<file path="config.mk">
export PLATFORM = sky130hd
export DESIGN_NAME = burst_addr_gen
export DESIGN_NICKNAME = d
export VERILOG_FILES = /design/src/rtl/burst_pkg.sv /design/src/rtl/burst_cmd_decode.sv /design/src/rtl/burst_beat_ctr.sv /design/src/rtl/burst_base_reg.sv /design/src/rtl/burst_order_map.sv /design/src/rtl/burst_addr_gen.sv
export SDC_FILE = /design/constraint.sdc
export NUM_CORES = 1
export LEC_CHECK = 0
export CORE_ASPECT_RATIO = 0.9
export CORE_MARGIN = 5
export CORE_UTILIZATION = 45
export DETAILED_ROUTE_END_ITERATION = 12
export PLACE_DENSITY = 0.84
export SYNTH_ARGS = -nofsm -noshare
export SYNTH_HDL_FRONTEND = slang
export SYNTH_HIERARCHICAL = 1
export SYNTH_SLANG_ARGS = --single-unit
export TNS_END_PERCENT = 5
</file>
<file path="constraint.sdc">
create_clock -name clk_i -period 2.9 [get_ports clk_i]
set_input_delay 0.725 -clock clk_i [delete_from_list [all_inputs] [get_ports clk_i]]
set_output_delay 0.725 -clock clk_i [all_outputs]
set_load 0.01 [all_outputs]
</file>
<file path="src/rtl/burst_pkg.sv">
package burst_pkg;
  typedef enum logic [1:0] {
    CMD_HOLD = 2'd0,
    CMD_LOAD = 2'd1,
    CMD_STOP = 2'd2,
    CMD_STEP = 2'd3
  } burst_cmd_e;
endpackage

</file>
<file path="src/rtl/burst_cmd_decode.sv">
module burst_cmd_decode
  import burst_pkg::*;
(
  input  logic       stall_i,
  input  logic       adv_i,
  input  logic       sel_i,
  output burst_cmd_e cmd_o
);
  always_comb begin
    if (stall_i)      cmd_o = CMD_HOLD;
    else if (adv_i)   cmd_o = CMD_STEP;
    else if (sel_i)   cmd_o = CMD_LOAD;
    else              cmd_o = CMD_STOP;
  end
endmodule

</file>
<file path="src/rtl/burst_beat_ctr.sv">
module burst_beat_ctr
  import burst_pkg::*;
#(
  parameter int unsigned BEAT_W = 2
) (
  input  logic              clk_i,
  input  logic              rst_ni,
  input  burst_cmd_e        cmd_i,
  output logic [BEAT_W-1:0] beat_o,
  output logic              active_o,
  output logic              xfer_o
);
  localparam logic [BEAT_W-1:0] ONE = BEAT_W'(1);

  always_ff @(posedge clk_i or negedge rst_ni) begin
    if (!rst_ni) begin
      beat_o   <= '0;
      active_o <= 1'b0;
      xfer_o   <= 1'b0;
    end else begin
      unique case (cmd_i)
        CMD_LOAD: begin
          beat_o   <= '0;
          active_o <= 1'b1;
          xfer_o   <= 1'b1;
        end
        CMD_STOP: begin
          active_o <= 1'b0;
          xfer_o   <= 1'b0;
        end
        CMD_STEP: begin
          // wraps naturally after the last beat
          if (active_o) beat_o <= beat_o + ONE;
          xfer_o <= active_o;
        end
        default: ;
      endcase
    end
  end

  a_r2_load_opens: assert property (@(posedge clk_i) disable iff (!rst_ni)
    cmd_i == CMD_LOAD |=> beat_o == '0 && active_o && xfer_o);
  a_r3_stop_closes: assert property (@(posedge clk_i) disable iff (!rst_ni)
    cmd_i == CMD_STOP |=> !active_o && !xfer_o && $stable(beat_o));
  a_r7_wrap: assert property (@(posedge clk_i) disable iff (!rst_ni)
    cmd_i == CMD_STEP && active_o && beat_o == {BEAT_W{1'b1}} |=> beat_o == '0 && active_o);
  a_r8_idle_step: assert property (@(posedge clk_i) disable iff (!rst_ni)
    cmd_i == CMD_STEP && !active_o |=> !xfer_o && !active_o && $stable(beat_o));
  a_r9_hold_ctr: assert property (@(posedge clk_i) disable iff (!rst_ni)
    cmd_i == CMD_HOLD |=> $stable(beat_o) && $stable(active_o) && $stable(xfer_o));
endmodule

</file>
<file path="src/rtl/burst_base_reg.sv">
module burst_base_reg
  import burst_pkg::*;
#(
  parameter int unsigned ADDR_W = 19
) (
  input  logic              clk_i,
  input  logic              rst_ni,
  input  burst_cmd_e        cmd_i,
  input  logic [ADDR_W-1:0] addr_i,
  output logic [ADDR_W-1:0] base_o
);
  always_ff @(posedge clk_i or negedge rst_ni) begin
    if (!rst_ni)                base_o <= '0;
    else if (cmd_i == CMD_LOAD) base_o <= addr_i;
  end

  a_r4_base_ignores_addr: assert property (@(posedge clk_i) disable iff (!rst_ni)
    cmd_i != CMD_LOAD |=> $stable(base_o));
endmodule

</file>
<file path="src/rtl/burst_order_map.sv">
module burst_order_map #(
  parameter int unsigned BEAT_W = 2
) (
  input  logic              order_i,
  input  logic [BEAT_W-1:0] start_i,
  input  logic [BEAT_W-1:0] beat_i,
  output logic [BEAT_W-1:0] low_o
);
  logic [BEAT_W-1:0] lin_low;
  logic [BEAT_W-1:0] ilv_low;

  assign lin_low = start_i + beat_i;  // truncation keeps the wrap inside the burst

  for (genvar b = 0; b < BEAT_W; b++) begin : g_ilv
    assign ilv_low[b] = start_i[b] ^ beat_i[b];
  end

  assign low_o = order_i ? ilv_low : lin_low;
endmodule

</file>
<file path="src/rtl/burst_addr_gen.sv">
module burst_addr_gen
  import burst_pkg::*;
#(
  parameter int unsigned ADDR_W    = 19,
  parameter int unsigned BURST_LEN = 4
) (
  input  logic              clk_i,
  input  logic              rst_ni,
  input  logic              stall_i,
  input  logic              adv_i,
  input  logic              sel_i,
  input  logic              order_i,
  input  logic [ADDR_W-1:0] addr_i,
  output logic [ADDR_W-1:0] addr_o,
  output logic              burst_o,
  output logic              xfer_o
);
  localparam int unsigned BEAT_W = $clog2(BURST_LEN);
  localparam logic [BEAT_W-1:0] ONE = BEAT_W'(1);

  burst_cmd_e        cmd;
  logic [BEAT_W-1:0] beat;
  logic [ADDR_W-1:0] base;
  logic [BEAT_W-1:0] low;

  burst_cmd_decode u_dec (
    .stall_i (stall_i),
    .adv_i   (adv_i),
    .sel_i   (sel_i),
    .cmd_o   (cmd)
  );

  burst_beat_ctr #(.BEAT_W(BEAT_W)) u_ctr (
    .clk_i    (clk_i),
    .rst_ni   (rst_ni),
    .cmd_i    (cmd),
    .beat_o   (beat),
    .active_o (burst_o),
    .xfer_o   (xfer_o)
  );

  burst_base_reg #(.ADDR_W(ADDR_W)) u_base (
    .clk_i  (clk_i),
    .rst_ni (rst_ni),
    .cmd_i  (cmd),
    .addr_i (addr_i),
    .base_o (base)
  );

  burst_order_map #(.BEAT_W(BEAT_W)) u_map (
    .order_i (order_i),
    .start_i (base[BEAT_W-1:0]),
    .beat_i  (beat),
    .low_o   (low)
  );

  assign addr_o = {base[ADDR_W-1:BEAT_W], low};

  a_r2_load_addr: assert property (@(posedge clk_i) disable iff (!rst_ni)
    !stall_i && !adv_i && sel_i |=> addr_o == $past(addr_i) && burst_o && xfer_o);
  a_r4_upper_fixed: assert property (@(posedge clk_i) disable iff (!rst_ni)
    !stall_i && adv_i |=> $stable(addr_o[ADDR_W-1:BEAT_W]));
  a_r5_linear_step: assert property (@(posedge clk_i) disable iff (!rst_ni)
    !stall_i && adv_i && burst_o && !order_i |=>
      (!$stable(order_i) || addr_o[BEAT_W-1:0] == $past(addr_o[BEAT_W-1:0]) + ONE));
  a_r6_ilv_step: assert property (@(posedge clk_i) disable iff (!rst_ni)
    !stall_i && adv_i && burst_o && order_i |=>
      (!$stable(order_i) ||
       (addr_o[BEAT_W-1:0] ^ $past(addr_o[BEAT_W-1:0])) == ($past(beat) ^ ($past(beat) + ONE))));
  a_r9_stall_hold: assert property (@(posedge clk_i) disable iff (!rst_ni)
    stall_i |=> $stable(addr_o[ADDR_W-1:BEAT_W]) && $stable(burst_o) && $stable(xfer_o));
endmodule

</file>
==> results of run 1 <==
==> layout make-up <==
| type | count | area, sq um | area share [%] |
|---|---|---|---|
| Inverter | 3 | 11.3 | 0.713 |
| Timing Repair Buffer | 46 | 458 | 29.0 |
| Tap cell | 28 | 35.0 | 2.22 |
| Multi-Input combinational cell | 45 | 473 | 30.0 |
| Clock buffer | 4 | 26.3 | 1.66 |
| Sequential cell | 23 | 576 | 36.5 |
==> synth_stat cells, drive strengths merged <==
cell    count  area [sq um]
a21o        1          7.51
a21oi       2          13.8
and2        1          7.51
and2b       2          15.0
buf         2          31.3
dfrtp      23           576
ha          5          62.6
inv         3          11.3
mux2       19           251
nand2       2          7.51
nand2b      1          13.8
nand4b      1          8.76
nor2        3          11.3
nor2b       1          6.26
nor3b       1          7.51
o211ai      1          12.5
o31ai       1          12.5
or3b        1          8.76
xnor2       2          17.5
xor2        1          8.76
==> logic make-up after synthesis <==
group	synth area share, %
xor+xnor	2.41
simple gates	7.91
mux	23.1
fa+ha+maj	5.73
buf+inv	3.90
compound gates	4.24
flops	52.8
==> stage by stage <==
stage               cells  util, %  area (sq um)  hold slack [ns]
finish                149     66.3          1580            0.497
global route          149     66.3          1580            0.527
CTS                   149     66.3          1580            0.502
detailed placement    145     65.2          1550            0.473
global placement      145     65.2          1550            0.468
floorplan              73        -          1090            0.429
==> metal layers <==
layer  up-vias  GRT usage [%]  wire, microns
met2        23           25.0           1190
met5         -              0              0
met1       345           14.8            811
li1        344              -              -
met3         4           4.83            131
met4         0           4.55             29
==> state kept, by name, summed over array words and instances, names as in the netlist <==
name	count
u_ctr/beat_o	2
u_ctr/active_o	1
u_base/base_o	19
u_ctr/xfer_o	1
==> worst max-delay path, delay by kind of cell <==
family | cells | cell delay (ns)
XOR/XNOR | 1 | 0.13
buffers and inverters | 2 | 0.95
AND/OR/NAND/NOR | 1 | 0.15
==> power groups by stage <==
stage,combinational (mW),clock [mW],sequential [mW]
detailed placement,0.318,0,0.422
CTS,0.320,0.155,0.415
floorplan,0.127,0,0.438
global placement,0.312,0,0.417
global route,0.337,0.169,0.424
finish,0.314,0.147,0.414
==> path summary, 6_finish.rpt <==
kind | from | end | slack (ns)
setup / recovery | order_i | addr_o[1] | 0.23
hold / removal | u_ctr/xfer_o$_DFFE_PN0P_ | u_ctr/xfer_o$_DFFE_PN0P_ | 0.50
setup reg to reg | u_ctr/active_o$_DFFE_PN0P_ | u_ctr/xfer_o$_DFFE_PN0P_ | 1.96
hold reg to reg | u_ctr/xfer_o$_DFFE_PN0P_ | u_ctr/xfer_o$_DFFE_PN0P_ | 0.50
max in group asynchronous | rst_ni | u_base/base_o[13]$_DFFE_PN0N_ | 1.93
min in group asynchronous | rst_ni | u_base/base_o[7]$_DFFE_PN0N_ | 0.74
==> impl_metrics.toml, run 1 <==
[pwr]
sw_frac_of_total_pct = 26.9
power_switching_uw = 235
clock_power_share_pct = 16.8
power.leakage_nw = 0.715
internal-power_uw = 640
pwr-share-comb_pct = 35.9
power.total_uw = 875
pwr-share-seq_pct = 47.3
power_density_nw_per_um2 = 554
ir_drop_uv = 404

[yosys]
synth.distinct_cells = 23
synth_area_sq_um = 1090
yosysWarnings = 6
synthCells = 73
synth_nets = 103
yosysSeqAreaShare_pct = 52.8
avgSynthCellArea_sq_um = 14.9
ys_ff_latch = 23

[clocking]
cts_buffers = 3
cts.htree.levels = 1
cts_resized = 0
cts_tree = "yes"
clockRootBuffer = "clkbuf_4"
ctsHoldBuffers = 0
clkSinkCount = 23
clk_latency_ns = 0.31
max-clock-path-buffers = 2
path_clk_slew_ns = 0.12
post-cts-setup-buffers = 0

[finish]
fillers = 182
final_common_cell = "clkdlybuf4s50_1"
mostFrequentLayoutCells = "clkdlybuf4s50_1 (45), dfrtp_1 (23), mux2_4 (10)"
area_delta_synth_final_pct = 44.7
nNetsFinal = 152
drive_above_1_share_pct = 23.1
antenna_cells = 0

[floorplan]
die-area_sq_um = 3510
start_util_pct = 45.8
core_area_sq_um = 2380
die_y_microns = 56.7
fp.dieW_microns = 61.9
io_pins = 46
num_rows = 17

[placed_design]
port_buffers = 45
hpwl_microns = 1710
pre_cts_ws_ns = 0.210
gp_congestion = 0.655

[global_route]
grt_max_degree = 24
grt_overflow_total = 0
grt_first_pass_wirelength_microns = 3640
grt_pass1_vias = 794
antenna_found_initial = 0
grt_util_all_layers_pct = 14.0

[run]
maxCapViolCount = 0

[outcome]
status = "finished clean"

[timing]
slew_violations = 0
finalSetupTns_ns = 0
period_needed_ns = 2.67
fmax_mhz = 374
fin_ws_ns = 0.229
slew_headroom_pct = 73.2
rsz0062_at_grt = "false"
hold_viol_final = 0
finalCritPeriodShare_pct = 92.1
finalClockSkew_ns = 0.000473
tightest_slew_ns = 0.401
setup_viol = 0

[routing]
viasPerCell = 4.81
drt-initial-drc-count = 9
post-route-drc-count = 0
wl_per_cell_microns = 14.5
vias = 716
ant_nets = 0
drt_pass1_iterations = 3
wirelength_microns = 2160

[setup_path]
endpoint_kind = "output port"
crit_path_start_kind = "input port"
required_ns = 2.17
cp_max_fo = 1
r2r_cells = 2
cpMostUsedCell = "clkdlybuf4s50_1"
worstSetupPathType = "input port to output port"
slowest_delay_ns = 0.55
arrival_ns = 1.95
path_cells = "clkdlybuf4s50_1, nor2b_1, xnor2_1, clkdlybuf4s50_1"
cp_slowest_cell = "clkdlybuf4s50_1"

[hold_path]
hold_path.class = "flip-flop to flip-flop"
hold_path_depth = 2
Note: power is estimated with default switching activity, not from simulation.
==> inputs of run 2 (changes only) <==
--- a/config.mk
+++ b/config.mk
@@ -7,11 +7,11 @@
 export LEC_CHECK = 0
 export CORE_ASPECT_RATIO = 0.9
 export CORE_MARGIN = 5
-export CORE_UTILIZATION = 45
+export CORE_UTILIZATION = 41
 export DETAILED_ROUTE_END_ITERATION = 12
-export PLACE_DENSITY = 0.84
+export PLACE_DENSITY = 0.78
 export SYNTH_ARGS = -nofsm -noshare
 export SYNTH_HDL_FRONTEND = slang
 export SYNTH_HIERARCHICAL = 1
 export SYNTH_SLANG_ARGS = --single-unit
-export TNS_END_PERCENT = 5
+export TNS_END_PERCENT = 30
==> constraint.sdc (replaced) <==
create_clock -name clk_i -period 2.6 [get_ports clk_i]
set_input_delay 0.65 -clock clk_i [delete_from_list [all_inputs] [get_ports clk_i]]
set_output_delay 0.65 -clock clk_i [all_outputs]
set_load 0.01 [all_outputs]
==> impl_metrics.toml, run 2 (synthesized netlist as in run 1, its figures left out) <==
[setup_path]
r2r_cells = 2
cp_max_fo = 1
cp_slowest_cell = "clkdlybuf4s50_1"
cpMostUsedCell = "clkdlybuf4s50_1"
endpoint_kind = "output port"
reg2reg_slack_ns = 1.65
arrival_ns = 1.85
cpLargestDelayFamily = "buffers and inverters"
slowest_delay_ns = 0.55
worstSetupPathType = "input port to output port"
required_ns = 1.95
worst-path-stages = 4
crit_path_start_kind = "input port"
path_cells = "clkdlybuf4s50_1, nor2b_1, xnor2_1, clkdlybuf4s50_1"
crit_buf_inv = 2

[global_route]
grt_max_degree = 24
grt_overflow_total = 0
grt_util_all_layers_pct = 12.6
antenna_found_initial = 0
grt_first_pass_wirelength_microns = 3720
grt_pass1_vias = 779

[timing]
hold_viol_final = 0
finalSetupTns_ns = 0
tightest_slew_ns = 0.361
fmax_mhz = 399
finalClockSkew_ns = 0.00105
slew_violations = 0
period_needed_ns = 2.50
rsz0062_at_grt = "false"
setup_viol = 0
finalCritPeriodShare_pct = 96.3
slew_headroom_pct = 75.9

[clocking]
cts.htree.levels = 1
clockRootBuffer = "clkbuf_4"
ctsHoldBuffers = 0
post-cts-setup-buffers = 0
cts_resized = 0
path_clk_slew_ns = 0.12
clkSinkCount = 23
cts_buffers = 3
cts_tree = "yes"
clk_latency_ns = 0.30
max-clock-path-buffers = 2

[finish]
drive_above_1_share_pct = 24.0
final_common_cell = "clkdlybuf4s50_1"
largest_reg_flops = 19
antenna_cells = 0
regMostFlops = "u_base/base_o"
reg_top3 = "u_base/base_o (19), u_ctr/beat_o (2)"
nNetsFinal = 152
mostFrequentLayoutCells = "clkdlybuf4s50_1 (45), dfrtp_1 (23), mux2_4 (10)"
fin_cells = 149
area_delta_synth_final_pct = 44.8

[run]
maxCapViolCount = 0

[pwr]
ir_drop_uv = 258
power.total_uw = 971
power.leakage_nw = 0.717
power_density_nw_per_um2 = 614

[floorplan]
fp.dieW_microns = 64.4
num_rows = 17
die_y_microns = 58.9
die-area_sq_um = 3790
core_area_sq_um = 2510
start_util_pct = 43.5
io_pins = 46

[placed_design]
dp.cells = 145
hpwl_microns = 1750
gp_congestion = 0.671
port_buffers = 45

[routing]
wirelength_microns = 2180
wl_per_cell_microns = 14.6
viasPerCell = 4.84
post-route-drc-count = 0
drt_pass1_iterations = 3
vias = 721
ant_nets = 0
drt-initial-drc-count = 8

[outcome]
status = "finished clean"

[hold_path]
hold_path_depth = 2
hold_path.class = "flip-flop to flip-flop"
-- run 2: worst min-delay path: cells and delay by family, from the launching register on --
| family | cells | cell delay [ns] |
|---|---|---|
| flops | 1 | 0.37 |
| simple gates | 1 | 0.07 |
| compound gates | 1 | 0.05 |
-- run 2: path summary, 6_finish.rpt --
path	startpoint	to
max	order_i	addr_o[1]
min	u_ctr/xfer_o$_DFFE_PN0P_	u_ctr/xfer_o$_DFFE_PN0P_
max reg2reg	u_ctr/active_o$_DFFE_PN0P_	u_ctr/xfer_o$_DFFE_PN0P_
min reg2reg	u_ctr/xfer_o$_DFFE_PN0P_	u_ctr/xfer_o$_DFFE_PN0P_
max in group asynchronous	rst_ni	u_base/base_o[13]$_DFFE_PN0N_
min in group asynchronous	rst_ni	u_ctr/active_o$_DFFE_PN0P_
-- run 2: layout make-up --
type	instances	area [sq um]
multi-input cells	45	473
fillers	205	930
inverters	3	11.3
repair buffers	46	458
clock inverters	1	5.00
well taps	28	35.0
flip-flops and latches	23	576
clock buffers	3	22.5
-- run 2: metrics by stage --
step / util, % / instance area (sq um) / setup WS (ns) / hold slack (ns)
global placement: 61.9 / 1550 / 0.0915 / 0.476
finish: 63.0 / 1580 / 0.0952 / 0.514
global route: 63.0 / 1580 / 0.0207 / 0.542
detailed placement: 61.9 / 1550 / 0.0794 / 0.486
floorplan: - / 1090 / 0.904 / 0.354
CTS: 63.0 / 1580 / 0.0823 / 0.516
-- run 2: report_power, final --
group	switching [mW]	leakage, nW	internal, mW	total (mW)
Combinational	0.117	0.429	0.233	0.350
Sequential	0.0415	0.271	0.421	0.462
Clock	0.101	0.0177	0.0573	0.159
-- run 2: routing by layer --
layer  GRT usage, %  up-vias  wire (microns)
met5              0        -               0
met1           15.0      359             881
met3           1.53        2              67
met4           5.42        0              21
li1               -      343               -
met2           23.1       17            1210
==> inputs of run 3 (changes only) <==
--- a/config.mk
+++ b/config.mk
@@ -10,6 +10,7 @@
 export CORE_UTILIZATION = 41
 export DETAILED_ROUTE_END_ITERATION = 12
 export PLACE_DENSITY = 0.78
+export SLEW_MARGIN = 5
 export SYNTH_ARGS = -nofsm -noshare
 export SYNTH_HDL_FRONTEND = slang
 export SYNTH_HIERARCHICAL = 1
==> results of run 3 <==
The final DEF is identical to that of run 2; final timing and power are the same.
